<file path="src/rtl/rsc_pkg.sv">
`timescale 1ns/1ps
// Package: shared constants and the completion record used by the
// repeated-split checker. Assumes master IDs fit in RSC_MST_W bits.
package rsc_pkg;
    parameter int unsigned RSC_MST_W  = 4;
    // watch register is one bit wider so its reset value matches no ID
    localparam int unsigned RSC_OWN_W = RSC_MST_W + 1;
    localparam logic [RSC_OWN_W-1:0] RSC_NOBODY = RSC_OWN_W'(1) << RSC_MST_W;

    typedef struct packed {
        logic                 vld;   // qualified completion this cycle
        logic                 split; // its response was a split
        logic [RSC_MST_W-1:0] mst;   // master that issued it
    } rsc_cmpl_t;
endpackage

</file>
<file path="src/rtl/rsc_track.sv">
`timescale 1ns/1ps
// Module: rsc_track
// Holds the single watched master (the one most recently given a split)
// and flags a completion that repeats the split to that master.
// Assumes one qualified completion per cycle at most.
module rsc_track
    import rsc_pkg::*;
(
    input  logic      clk,
    input  logic      rst_n,
    input  rsc_cmpl_t cmpl,
    output logic      repeat_hit,
    output logic      watch_vld
);
    logic [RSC_OWN_W-1:0] owner_q;
    logic                 pend_q;
    logic                 same_mst;

    // does the current completion belong to the watched master
    assign same_mst = (owner_q == {1'b0, cmpl.mst});

    // violation: watched master is split again
    assign repeat_hit = cmpl.vld & cmpl.split & pend_q & same_mst;
    assign watch_vld  = pend_q;

    // update the watch on each qualified completion
    always_ff @(posedge clk) begin
        if (!rst_n) begin
            owner_q <= RSC_NOBODY;
            pend_q  <= 1'b0;
        end else if (cmpl.vld) begin
            if (cmpl.split) begin
                owner_q <= {1'b0, cmpl.mst};
                pend_q  <= 1'b1;
            end else if (pend_q && same_mst) begin
                owner_q <= RSC_NOBODY;
                pend_q  <= 1'b0;
            end
        end
    end

    // an idle watch always holds the no-master value
    assert_idle_owner_R3: assert property (@(posedge clk) disable iff (!rst_n)
        !pend_q |-> (owner_q == RSC_NOBODY));

    // an active watch always names a real 4-bit master
    assert_owner_real_R10: assert property (@(posedge clk) disable iff (!rst_n)
        pend_q |-> (owner_q[RSC_MST_W] == 1'b0));
endmodule

</file>
<file path="config.mk">
export PLATFORM = sky130hd
export DESIGN_NAME = rsc_track
export DESIGN_NICKNAME = d
export VERILOG_FILES = /design/src/rtl/rsc_pkg.sv /design/src/rtl/rsc_track.sv
export SDC_FILE = /design/constraint.sdc
export NUM_CORES = 1
export LEC_CHECK = 0
export BUFFER_PORTS_ARGS = -buffer_cell sky130_fd_sc_hd__buf_2
export CAP_MARGIN = 25
export CORE_AREA = 2 2 39 41
export CTS_BUF_LIST = sky130_fd_sc_hd__clkbuf_4
export DETAILED_ROUTE_END_ITERATION = 16
export DIE_AREA = 0 0 41 43
export GPL_ROUTABILITY_DRIVEN = 0
export PLACE_DENSITY = 0.47
export REMOVE_ABC_BUFFERS = 1
export SKIP_CTS_REPAIR_TIMING = 1
export SYNTH_ARGS = -nofsm -noshare
export SYNTH_HDL_FRONTEND = slang
export SYNTH_SLANG_ARGS = --single-unit
</file>
<file path="constraint.sdc">
create_clock -name clk -period 2.75 [get_ports clk]
set_input_delay 0.1375 -clock clk [delete_from_list [all_inputs] [get_ports clk]]
set_output_delay 0.1375 -clock clk [all_outputs]
set_load 0.005 [all_outputs]
</file>
# Yosys cells after proc, flatten, opt, wreduce, memory -nomap -nowiden
# Cells that the tools add are included.
[totals]
register_bits = 6
inputBits = 8
out_inout_bits = 2
elab_cells = 13
[op_classes]
n_eq_ne = 1
n_mux = 4
n_bitwise = 3
reduce_logical = 3
[op_table]
columns = ["cell", "count"]
rows = [
  ["$mux 5", 2],
  ["$eq 5x4->1", 1],
  ["$and 1x1->1", 3],
  ["$mux 1", 2],
  ["$reduce_and 2->1", 1],
  ["$reduce_bool 2->1", 1],
  ["$logic_and 1x1->1", 1],
]

# Depth between registers and ports, before layout
# Gate-level depths: netlist (run 1).
[logic_depth]
ltp_word = 4
ltp_mapped = 3
depth_no_buf = 3

# Worst setup path after synthesis (run 1)
# Ideal clock, no wire load.
[synth_path]
path_type = "reg-to-reg"
from = "reg owner_q[0]"
to = "reg owner_q[4]"
setup_ps = 122
arrival_ps = 1010
required_time_ps = 2628
path_slack_ps = 1618
stages_incl_launch_ff = 4
path_buffers = 0
synth_period_minus_slack_ps = 1132
cell_sequence = "dfxtp_1 > xor2_1 > nor4_4 > a221o_1"
[synth_via]
elab_chain_cells = 4
[synth_rtl]
columns = ["item", "line_no", "source"]
rows = [
  ["start, declared", "rsc_track.sv:15", "logic [RSC_OWN_W-1:0] owner_q;"],
  ["start signal, assigned", "rsc_track.sv:33", "owner_q <= {1'b0, cmpl.mst};"],
  ["$eq 5x4->1", "rsc_track.sv:20", "assign same_mst = (owner_q == {1'b0, cmpl.mst});"],
  ["$logic_and 1x1->1", "rsc_track.sv:35", "end else if (pend_q && same_mst) begin"],
  ["$reduce_bool 2->1 (no source line)", "--", ""],
  ["$reduce_and 2->1 (no source line)", "--", ""],
]
# No other way between the ends.
# A chain may end at the register's enable or synchronous reset.

# Final worst setup path (run 1)
[layout_path]
from = "reg owner_q[3]"
to = "out repeat_hit"
[layout_via]
elab_chain_cells = 2
[layout_rtl]
columns = ["item", "line_no", "source"]
rows = [
  ["$eq 5x4->1", "rsc_track.sv:20", ""],
  ["$and 1x1->1", "rsc_track.sv:23", "assign repeat_hit = cmpl.vld & cmpl.split & pend_q & same_mst;"],
  ["end, declared", "rsc_track.sv:12", "output logic repeat_hit,"],
]
# No other way between the ends.

==> results of run 1 <==
[registers in the layout, summed over array words and instances (netlist names)]
signal,cells
owner_q,5
watch_vld,1
[report_power, final]
group	internal, mW	total [mW]	switching, mW
clock network	0.0495	0.0840	0.0344
registers	0.0936	0.0984	0.00473
logic	0.0145	0.0380	0.0234
[placed cells by master, fill, tap and decap left out, drive strengths merged, types with 2 or more instances in the layout]
cell and instances:
o21ai 3, clkbuf 3, a31oi 3, nor4 2, dfxtp 6, xor2 4, nand2 4, buf 9
and4 3, a21oi 2
[area by class of cell]
type	count	area share, %
multi-input combinational	30	51.2
sequential	6	27.7
timing repair buffer	9	10.4
clock buffer	3	5.20
tap	16	4.62
inverter	1	0.867
[per-stage QoR]
stage | instance area, sq um | std cells | hold slack [ns]
2_1_floorplan | 345 | 37 | 0.245
3_3_place_gp | 410 | 62 | 0.386
3_5_place_dp | 410 | 62 | 0.385
4_1_cts | 433 | 65 | 0.129
5_1_grt | 433 | 65 | 0.136
6_report | 433 | 65 | 0.125
[logic make-up (layout without fill, tap and decap cells)]
kind of cell           after synthesis  in the layout
AND/OR/NAND/NOR                     13             13
AO/OA/AOI/OAI                       12             12
flip-flops                           6              6
XOR/XNOR                             4              4
multiplexers                         1              1
buffers and inverters                1             13
[critical path, cell delays in order, from the launching register on]
cell     delay, ns
dfxtp_1       0.34
xor2_1        0.39
nor3_1        0.10
and3_1        0.19
buf_2         0.12
[per-layer routing]
metal	vias to the layer above	track usage, %	wire, microns
met5	-	0	0
met4	0	8.00	21
met3	3	3.14	29
met2	6	14.7	349
met1	143	15.4	375
li1	170	-	-
[worst max path at each step]
| stage | startpoint | end | slack, ns |
|---|---|---|---|
| 6_report | owner_q[3]$_SDFFE_PN0P_ | repeat_hit | 1.24 |
| 5_1_grt | owner_q[0]$_SDFFE_PN0P_ | repeat_hit | 1.17 |
| 4_1_cts | owner_q[3]$_SDFFE_PN0P_ | repeat_hit | 1.23 |
| 3_5_place_dp | owner_q[3]$_SDFFE_PN0P_ | owner_q[4]$_SDFFE_PN1P_ | 1.48 |
| 3_3_place_gp | owner_q[3]$_SDFFE_PN0P_ | owner_q[4]$_SDFFE_PN1P_ | 1.51 |
| 2_1_floorplan | owner_q[0]$_SDFFE_PN0P_ | owner_q[4]$_SDFFE_PN1P_ | 1.62 |
==> Implementation_results.wiki, run 1 <==
{| class="wikitable"
! Metric !! Value
|-
| Number of sinks driven by the clock tree || 6
|-
| Number of nets with antenna violations after detailed routing || 0
|-
| Vias in the first global route || approximately 320
|-
| RSZ-0062 raised after global routing || no
|-
| Pre-Repair DR Iteration Count || 2
|-
| Tot GR Track Use || 11.3%
|-
| Most common flop cell mapped by yosys || dfxtp_1
|-
| Maximum fanout count along the critical path || 5
|-
| Normalized max-slew margin || 56.9%
|-
| Proportion of synthesized flip-flops having asynchronous set or reset || 0%
|-
| Dominant cells by area after synthesis || dfxtp_1, xor2_1, and4_2
|-
| Hold crit path type || in -> reg
|-
| Kind of critical path || reg -> out
|-
| Length in cells of the worst reg-to-reg path || 3
|-
| Placed wire-length estimate || between 500 and 600 microns
|-
| Routed vias/inst || 4.95
|-
| Critical register-to-register path endpoint || owner_q[4]$_SDFFE_PN1P_
|-
| Global-route wire length before repair || about 1300 microns
|-
| Beginning of the worst hold path || cmpl[3]
|-
| Top Ports || 10
|-
| Xor and xnor area share after synthesis || 10.1%
|-
| Count of vias placed by the detailed router || 322
|-
| Area used by multi-input combinational logic || 221 sq um
|-
| Number of failing hold endpoints at the final stage || 0
|-
| Initial cell density of the core || 25.0%
|-
| Diodes inserted || 0
|-
| Storage element area || 120 sq um
|-
| DRC violation total after the first TritonRoute iteration || 9
|-
| Pin slew with the least headroom to its limit || between 0.6 and 0.7 ns
|-
| Data arrival time of the worst path || 1.37 ns
|-
| Wirelength per Cell || 11.9 microns
|-
| Most frequent cells after synthesis || dfxtp_1, nand2_1, xor2_1
|-
| Synth Instances || 37
|-
| Die height || 43 microns
|-
| Synth Area in Compound Gates || 22.5%
|-
| Total power per unit cell area || 509 mW/mm^2
|-
| Largest family of logic cells by synthesized area || simple AND/OR/NAND/NOR gates
|-
| Fraction of synthesized area in multiplexers || between 2 and 3%
|-
| Final critical path time including I/O delays and setup || 1.51 ns
|-
| Yosys reg bits || 6
|-
| Pin count of the biggest net entering global routing || 9
|-
| Setup slack of the worst register-to-register path || approximately 1.5 ns
|-
| Result of the run || completed
|-
| Cell type contributing the most total cell area after synthesis || dfxtp_1
|-
| Setup ws final || 1.24 ns
|-
| Sequential area share after synthesis || 34.8%
|-
| Max-slew violation count || 0
|-
| Total number of placement rows || 14
|-
| Drt total wl || 776 microns
|-
| Crit path launch type || register
|-
| Post-synthesis share of cell area spent on and, or, nand and nor gates || 28.6%
|-
| Core region area || 0.00138 sq mm
|-
| Sum of internal, switching and leakage power || 220 uW
|-
| Leakage dissipation || 0.188 nW
|-
| Max cap viols || 0
|-
| Clock root buffer master || clkbuf_4
|-
| # setup viols final || 0
|-
| Max Buffers Root-to-Sink || 2
|-
| Achievable clock frequency || 663 MHz
|-
| GR Overflow Total || 0
|-
| Clock-pin slew on the worst setup and hold paths || about 0.05 ns
|-
| Port bufs || 9
|-
| Fill cell count || about 160
|-
| Layout cell share with drive strength beyond 1 || 34.7%
|-
| CTS Buf Count || 3
|-
| Number of nets in the finished design || 59
|-
| Placement Setup Slack || 1.48 ns
|-
| Floorplan die width || 41 microns
|-
| Area growth from synthesis to final layout || 25.4%
|-
| Data required time of the worst path || 2.61 ns
|-
| Clock latency on the worst-skew pair || 0.25 ns
|-
| Worst R2R Start || owner_q[3]$_SDFFE_PN0P_
|-
| Final worst path period share || 54.8%
|-
| Mapped Area || 345 sq um
|-
| Proportion of netlist area held by the largest area contributor || about a third
|-
| Synth warnings || 0
|-
| Setup Total Neg Slack || 0 ns
|-
| Number of antenna violations at the first check in global routing || 0
|-
| Largest vdd supply drop || 0.220 mV
|-
| Synthesized area per cell || 9.33 sq um
|-
| Adder-Cell Fraction of Synth Area || 0%
|-
| Fin Clk Skew || 0.000687 ns
|-
| Hold endpoint || owner_q[3]$_SDFFE_PN0P_
|-
| Die area || 0.00176 sq mm
|-
| Final Core Density || between 30 and 40%
|-
| Cell depth of the worst min-delay path || 2
|-
| Crit path capture type || output pin
|-
| Unique masters post-synth || 19
|-
| Drc violations || 0
|-
| Number of enable-type register cells in the synthesized netlist || 0
|-
| Max H-tree Level || 1
|-
| TritonCTS clock tree || yes
|-
| Dominant cell by count in the synthesized netlist || dfxtp_1
|}
No activity file was read; power rests on OpenSTA's default activity.
==> run 2: changes to the inputs <==
Settings changed: ABC_AREA from default to 1, PLACE_DENSITY 0.47 to 0.46.
Clock period 2.75 ns to 1.42 ns, I/O delays scaled along.
==> run 2 against run 1 <==
Critical endpoint unchanged. Design area is 3.2% lower. Power is 77% higher. Largest cell class unchanged. Synthesized cell count is 43% higher. Sequential share of layout area is 0.91 points higher.
==> Implementation_results.wiki, run 2 <==
{| class="wikitable"
! Metric !! Value
|-
| Result of the run || completed
|-
| Clock root buffer master || clkbuf_4
|-
| Sequential area share after synthesis || 36.2% (+1.4 points)
|-
| Vias in the first global route || 262 (-17%)
|-
| Routed vias/inst || 3.96 (-20%)
|-
| Max Buffers Root-to-Sink || 2 (unchanged)
|-
| Crit path launch type || register
|-
| Max H-tree Level || 1 (unchanged)
|-
| Clock latency on the worst-skew pair || 0.24 ns (about the same)
|-
| Proportion of synthesized flip-flops having asynchronous set or reset || 0% (unchanged)
|-
| Fin Clk Skew || 0.00139 ns (+0.000706 ns)
|-
| Final Cell Area || 419 sq um (-3.2%)
|-
| Layout cell share with drive strength beyond 1 || 24.6% (-10 points)
|-
| Pin slew with the least headroom to its limit || 0.232 ns (-0.409 ns)
|-
| # setup viols final || 0 (unchanged)
|-
| Fill cell count || 166 (+7.1%)
|-
| Synth warnings || 0 (unchanged)
|-
| Initial cell density of the core || 24.0% (-0.99 points)
|-
| Crit path capture type || output pin
|-
| Storage element area || 120 sq um (unchanged)
|-
| Global-route wire length before repair || 1090 microns (-17%)
|-
| Count of vias placed by the detailed router || 321 (-0.31%)
|-
| Area growth from synthesis to final layout || 26.4%
|-
| Kind of critical path || reg -> out
|-
| Largest vdd supply drop || 0.277 mV (+26%)
|-
| Cell type contributing the most total cell area after synthesis || dfxtp_1
|-
| Number of sinks driven by the clock tree || 6 (unchanged)
|-
| Total power per unit cell area || 931 mW/mm^2 (+83%)
|-
| Number of nets with antenna violations after detailed routing || 0 (unchanged)
|-
| Most common cell after layout, fill and taps aside || nand2_1
|-
| DRC violation total after the first TritonRoute iteration || 8 (-1)
|-
| TritonCTS clock tree || yes
|-
| Data arrival time of the worst path || 1.21 ns (-0.16 ns)
|-
| GR Overflow Total || 0 (unchanged)
|-
| Switching power share of the total || 23.8% (-4.6 points)
|-
| Placed Cells incl. Taps || 78 (+26%)
|-
| Max cap viols || 0 (unchanged)
|-
| Final worst path period share || 90.4%
|-
| Final cell count without fillers || 81 (+25%)
|-
| Area used by multi-input combinational logic || 166 sq um (-25%)
|-
| Synth Instances || 53 (+43%)
|-
| Number of nets in the finished design || 75 (+27%)
|-
| Die height || 43 microns (unchanged)
|-
| Pin count of the biggest net entering global routing || 8 (-1)
|-
| Pre-Repair DR Iteration Count || 4 (+2)
|-
| CTS Buf Count || 3 (unchanged)
|-
| Reg with most FFs || owner_q
|-
| Unique masters post-synth || 10 (-9)
|-
| Most frequent cells after synthesis || nand2_1, inv_1, dfxtp_1
|-
| Most common flop cell mapped by yosys || dfxtp_1
|-
| Dominant cell by count in the synthesized netlist || nand2_1
|-
| Die area || 0.00176 sq mm (unchanged)
|-
| Maximum fanout count along the critical path || 7 (+2)
|-
| Synthesized area per cell || 6.26 sq um (-33%)
|-
| Combinational cell fraction of total power || 14.4% (-2.8 points)
|-
| Mapped Area || 332 sq um (-4.0%)
|-
| Normalized max-slew margin || 84.5% (+28 points)
|-
| Dominant cells by area after synthesis || dfxtp_1, nand2_1, inv_1
|-
| Total number of placement rows || 14 (unchanged)
|-
| Final critical path time including I/O delays and setup || approximately 1.3 ns
|-
| Max-slew violation count || 0 (unchanged)
|-
| Commonest cells after routing, fill and taps aside || nand2_1, inv_1, buf_2, dfxtp_1, a21oi_1
|-
| Number of failing hold endpoints at the final stage || 0 (unchanged)
|-
| Core region area || 0.00138 sq mm (unchanged)
|-
| Number of antenna violations at the first check in global routing || 0 (unchanged)
|-
| Final hold slack || 0.00740 ns (-0.117 ns)
|-
| Achievable clock frequency || a little under 800 MHz
|-
| Part of the power in registers || 47.0% (+2.3 points)
|-
| Clock-pin slew on the worst setup and hold paths || 0.04 ns (about the same)
|-
| Largest register FFs || 5 (unchanged)
|-
| Top Ports || 10 (unchanged)
|-
| Int Pwr || 297 uW (+88%)
|-
| Standard cell area after detailed placement || 397 sq um (-3.4%)
|-
| RSZ-0062 raised after global routing || no
|-
| Floorplan die width || 41 microns (unchanged)
|-
| Clk network pwr share || 38.6% (+0.5 points)
|-
| Diodes inserted || 0 (unchanged)
|-
| Yosys reg bits || 6 (unchanged)
|-
| Wirelength per Cell || 7.85 microns (-34%)
|-
| Number of enable-type register cells in the synthesized netlist || 0 (unchanged)
|-
| Drt total wl || 636 microns (-18%)
|-
| Final Core Density || 30.3% (-0.99 points)
|-
| Data required time of the worst path || 1.35 ns (-1.26 ns)
|-
| Port bufs || 9 (unchanged)
|-
| Hold crit path type || in -> reg
|-
| Leakage dissipation || 0.228 nW (+21%)
|-
| Proportion of netlist area held by the largest area contributor || 36.2% (+1.4 points)
|-
| Setup Total Neg Slack || 0 ns (unchanged)
|-
| Tot GR Track Use || 9.75% (-1.6 points)
|-
| Sw Pwr || 93.0 uW (+49%)
|-
| Drc violations || 0 (unchanged)
|}
==> run 2: cells by family (layout without fill, tap and decap cells) <==
| logic type | Yosys count | in the layout | synth area share (%) |
|---|---|---|---|
| AO/OA/AOI/OAI | 5 | 5 | 7.55 |
| buffers and inverters | 12 | 24 | 13.6 |
| flip-flops | 6 | 6 | 36.2 |
| AND/OR/NAND/NOR | 30 | 30 | 42.6 |
==> run 2: critical path, stage by stage (launching register included) <==
cell and delay [ns]:
dfxtp_1 0.34, inv_1 0.05, nand2_1 0.05, nand2_1 0.05, nor2_2 0.14, nand3_4 0.13
nor2_1 0.10, buf_2 0.11
==> run 2: final cells by class <==
| class | instances | share of cell area, % |
|---|---|---|
| multi-input cells | 35 | 39.7 |
| flip-flops and latches | 6 | 28.7 |
| repair buffers | 9 | 10.7 |
| inverters | 12 | 10.7 |
| clock buffers | 3 | 5.37 |
| well taps | 16 | 4.78 |
==> run 2: worst paths after layout <==
| path | slack, ns | cells past startpoint | startpoint | to |
|---|---|---|---|---|
| max | 0.14 | 7 | owner_q[0]$_SDFFE_PN0P_ | repeat_hit |
| min | 0.007 | 2 | rst_n | owner_q[4]$_SDFFE_PN1P_ |
| min reg2reg | 0.47 | 2 | watch_vld$_SDFFE_PN0P_ | watch_vld$_SDFFE_PN0P_ |
| max reg2reg | 0.39 | 7 | owner_q[0]$_SDFFE_PN0P_ | owner_q[0]$_SDFFE_PN0P_ |
==> run 2: per-layer routing <==
metal	vias to the layer above	global-route usage [%]	part of all wire (%)
li1	182	-	-
met1	129	16.1	56
met2	10	8.13	38
met3	0	3.14	5.7
met4	0	10.0	0
met5	-	0	0
==> run 2: stage by stage <==
stage                     setup WS [ns]  power (mW)
after global placement            0.367       0.244
after global routing            0.00770       0.433
after detailed placement          0.373       0.244
final                             0.136       0.390
after floorplan                   0.480       0.222
after CTS                         0.107       0.406
==> run 2: power by group through the flow <==
stage / Combinational [mW] / Sequential [mW] / Clock, mW
after global placement: 0.0568 / 0.187 / 0
after detailed placement: 0.0571 / 0.187 / 0
after CTS: 0.0574 / 0.183 / 0.165
after global routing: 0.0678 / 0.184 / 0.181
after floorplan: 0.0366 / 0.186 / 0
final: 0.0560 / 0.183 / 0.151
==> run 3: changes to the inputs <==
Settings changed: RECOVER_POWER from default to 25.
==> run 3 against run 2 <==
Power shrank 0.11%. Routed wire length decreased by 0.31%. Critical path depth stayed put. Clock power is essentially flat. Highest routed layer unchanged. Largest cell class unchanged. Clock-buffer cell count is the same.
==> Implementation_results.wiki, run 3 (synthesis results as in run 2) <==
{| class="wikitable"
! Metric !! Value
|-
| Clock root buffer master || clkbuf_4
|-
| Maximum fanout count along the critical path || 7 (unchanged)
|-
| Core region area || 0.00138 sq mm (unchanged)
|-
| Floorplan die width || 41 microns (unchanged)
|-
| Pin slew with the least headroom to its limit || 0.232 ns (unchanged)
|-
| Setup slack of the worst register-to-register path || 0.39 ns (about the same)
|-
| Final hold slack || 0.00740 ns (unchanged)
|-
| Pre-Repair DR Iteration Count || 4 (unchanged)
|-
| Layout cell share with drive strength beyond 1 || 23.1% (-1.5 points)
|-
| Achievable clock frequency || 779 MHz (unchanged)
|-
| Commonest cells after routing, fill and taps aside || nand2_1, inv_1, buf_2, dfxtp_1, a21oi_1
|-
| Placement Setup Slack || 0.373 ns (unchanged)
|-
| Routed vias/inst || 3.96 (unchanged)
|-
| Die area || 0.00176 sq mm (unchanged)
|-
| Delay-heaviest family, CP || simple AND/OR/NAND/NOR gates
|-
| Setup ws final || 0.136 ns (unchanged)
|-
| Global-route met1 utilization || 16.1% (unchanged)
|-
| Slowest CP cell || dfxtp_1
|-
| Met2 usage in global routing || 8.13% (unchanged)
|-
| Max-slew violation count || 0 (unchanged)
|-
| RSZ-0062 raised after global routing || no
|-
| Crit path largest cell delay || 0.34 ns (about the same)
|-
| DRC violation total after the first TritonRoute iteration || 8 (unchanged)
|-
| Worst path bufs/invs || 2 (unchanged)
|-
| TritonCTS clock tree || yes
|-
| Reg with most FFs || owner_q
|-
| Area growth from synthesis to final layout || 26.0%
|-
| Global-route wire length before repair || 1090 microns (unchanged)
|-
| Vias in the first global route || 262 (unchanged)
|-
| Cell-by-cell trace of the critical path || inv_1, nand2_1, nand2_1, nor2_2, nand3_4, nor2_1, buf_2
|-
| Number of failing hold endpoints at the final stage || 0 (unchanged)
|-
| Sum of internal, switching and leakage power || 390 uW (-0.11%)
|-
| Largest vdd supply drop || 0.277 mV (about the same)
|-
| Pin count of the biggest net entering global routing || 8 (unchanged)
|-
| Normalized max-slew margin || 84.5% (unchanged)
|-
| Dominant cell type by count on the critical path || nand2_1
|-
| Largest register FFs || 5 (unchanged)
|-
| Kind of critical path || reg -> out
|-
| # setup viols final || 0 (unchanged)
|-
| CTS Buf Count || 3 (unchanged)
|-
| Final worst path period share || 90.4% (unchanged)
|-
| Number of antenna violations at the first check in global routing || 0 (unchanged)
|-
| Number of sinks driven by the clock tree || 6 (unchanged)
|-
| Fin Clk Skew || 0.00139 ns (unchanged)
|-
| Data required time of the worst path || 1.35 ns (about the same)
|-
| Port bufs || 9 (unchanged)
|-
| Initial cell density of the core || 24.0% (unchanged)
|-
| Result of the run || completed
|-
| Hold crit path type || in -> reg
|-
| Met3 capacity usage during global routing || 3.14% (unchanged)
|-
| Top Ports || 10 (unchanged)
|-
| Clock-pin slew on the worst setup and hold paths || 0.04 ns (about the same)
|-
| Max H-tree Level || 1 (unchanged)
|-
| Max cap viols || 0 (unchanged)
|-
| Drt total wl || 634 microns (-0.31%)
|-
| Most common cell after layout, fill and taps aside || nand2_1
|-
| Number of nets in the finished design || 75 (unchanged)
|-
| Clock latency on the worst-skew pair || 0.24 ns (about the same)
|-
| Data arrival time of the worst path || 1.21 ns (about the same)
|-
| Leakage dissipation || 0.224 nW (-1.6%)
|-
| Tot GR Track Use || 9.75% (unchanged)
|-
| Max Buffers Root-to-Sink || 2 (unchanged)
|-
| Crit path capture type || output pin
|-
| GR Overflow Total || 0 (unchanged)
|-
| Diodes inserted || 0 (unchanged)
|-
| Final critical path time including I/O delays and setup || 1.28 ns (unchanged)
|-
| Total power per unit cell area || 932 mW/mm^2 (+0.19%)
|-
| Die height || 43 microns (unchanged)
|-
| Number of nets with antenna violations after detailed routing || 0 (unchanged)
|-
| Drc violations || 0 (unchanged)
|-
| Count of vias placed by the detailed router || 321 (unchanged)
|-
| Wirelength per Cell || 7.83 microns (-0.31%)
|-
| Total number of placement rows || 14 (unchanged)
|-
| Crit path launch type || register
|-
| Setup Total Neg Slack || 0 ns (unchanged)
|-
| Global route hottest layer || met1
|}
## run 3: path summary, 6_finish.rpt
| kind | start | depth (start not counted) | endpoint |
|---|---|---|---|
| hold reg to reg | watch_vld$_SDFFE_PN0P_ | 2 | watch_vld$_SDFFE_PN0P_ |
| setup reg to reg | owner_q[0]$_SDFFE_PN0P_ | 7 | owner_q[0]$_SDFFE_PN0P_ |
| setup / recovery | owner_q[0]$_SDFFE_PN0P_ | 7 | repeat_hit |
| hold / removal | rst_n | 2 | owner_q[4]$_SDFFE_PN1P_ |
## run 3: final cells by class
type / count / area [sq um]
fillers: 165 / 966
multi-input cells: 35 / 166
flip-flops and latches: 6 / 120
inverters: 12 / 45.0
repair buffers: 9 / 43.8
clock buffers: 3 / 22.5
well taps: 16 / 20.0
## run 3: per-stage QoR
step                util, %  std cells  instance area (sq um)
finish                 30.2         81                    418
global placement       28.7         78                    397
detailed placement     28.7         78                    397
CTS                    30.3         81                    419
floorplan                 -         53                    332
global route           30.2         81                    418
## run 3: worst register-to-register path: stages, from the launching register on
cell and delay, ns:
dfxtp_1 0.34, inv_1 0.05, nand2_1 0.05, nand2_1 0.05
nor2_2 0.14, nand3_4 0.13, nand3_1 0.09, a21oi_1 0.06
## run 3: report_power, final
| part | total (mW) | internal [mW] | switching, mW |
|---|---|---|---|
| combinational | 0.0556 | 0.0232 | 0.0324 |
| clock | 0.151 | 0.0952 | 0.0555 |
| sequential | 0.183 | 0.178 | 0.00516 |
## run 3: layer usage
layer  wire [microns]  vias up
met2              240       10
met5                0        -
met3               35        0
li1                 -      182
met1              358      129
met4                0        0
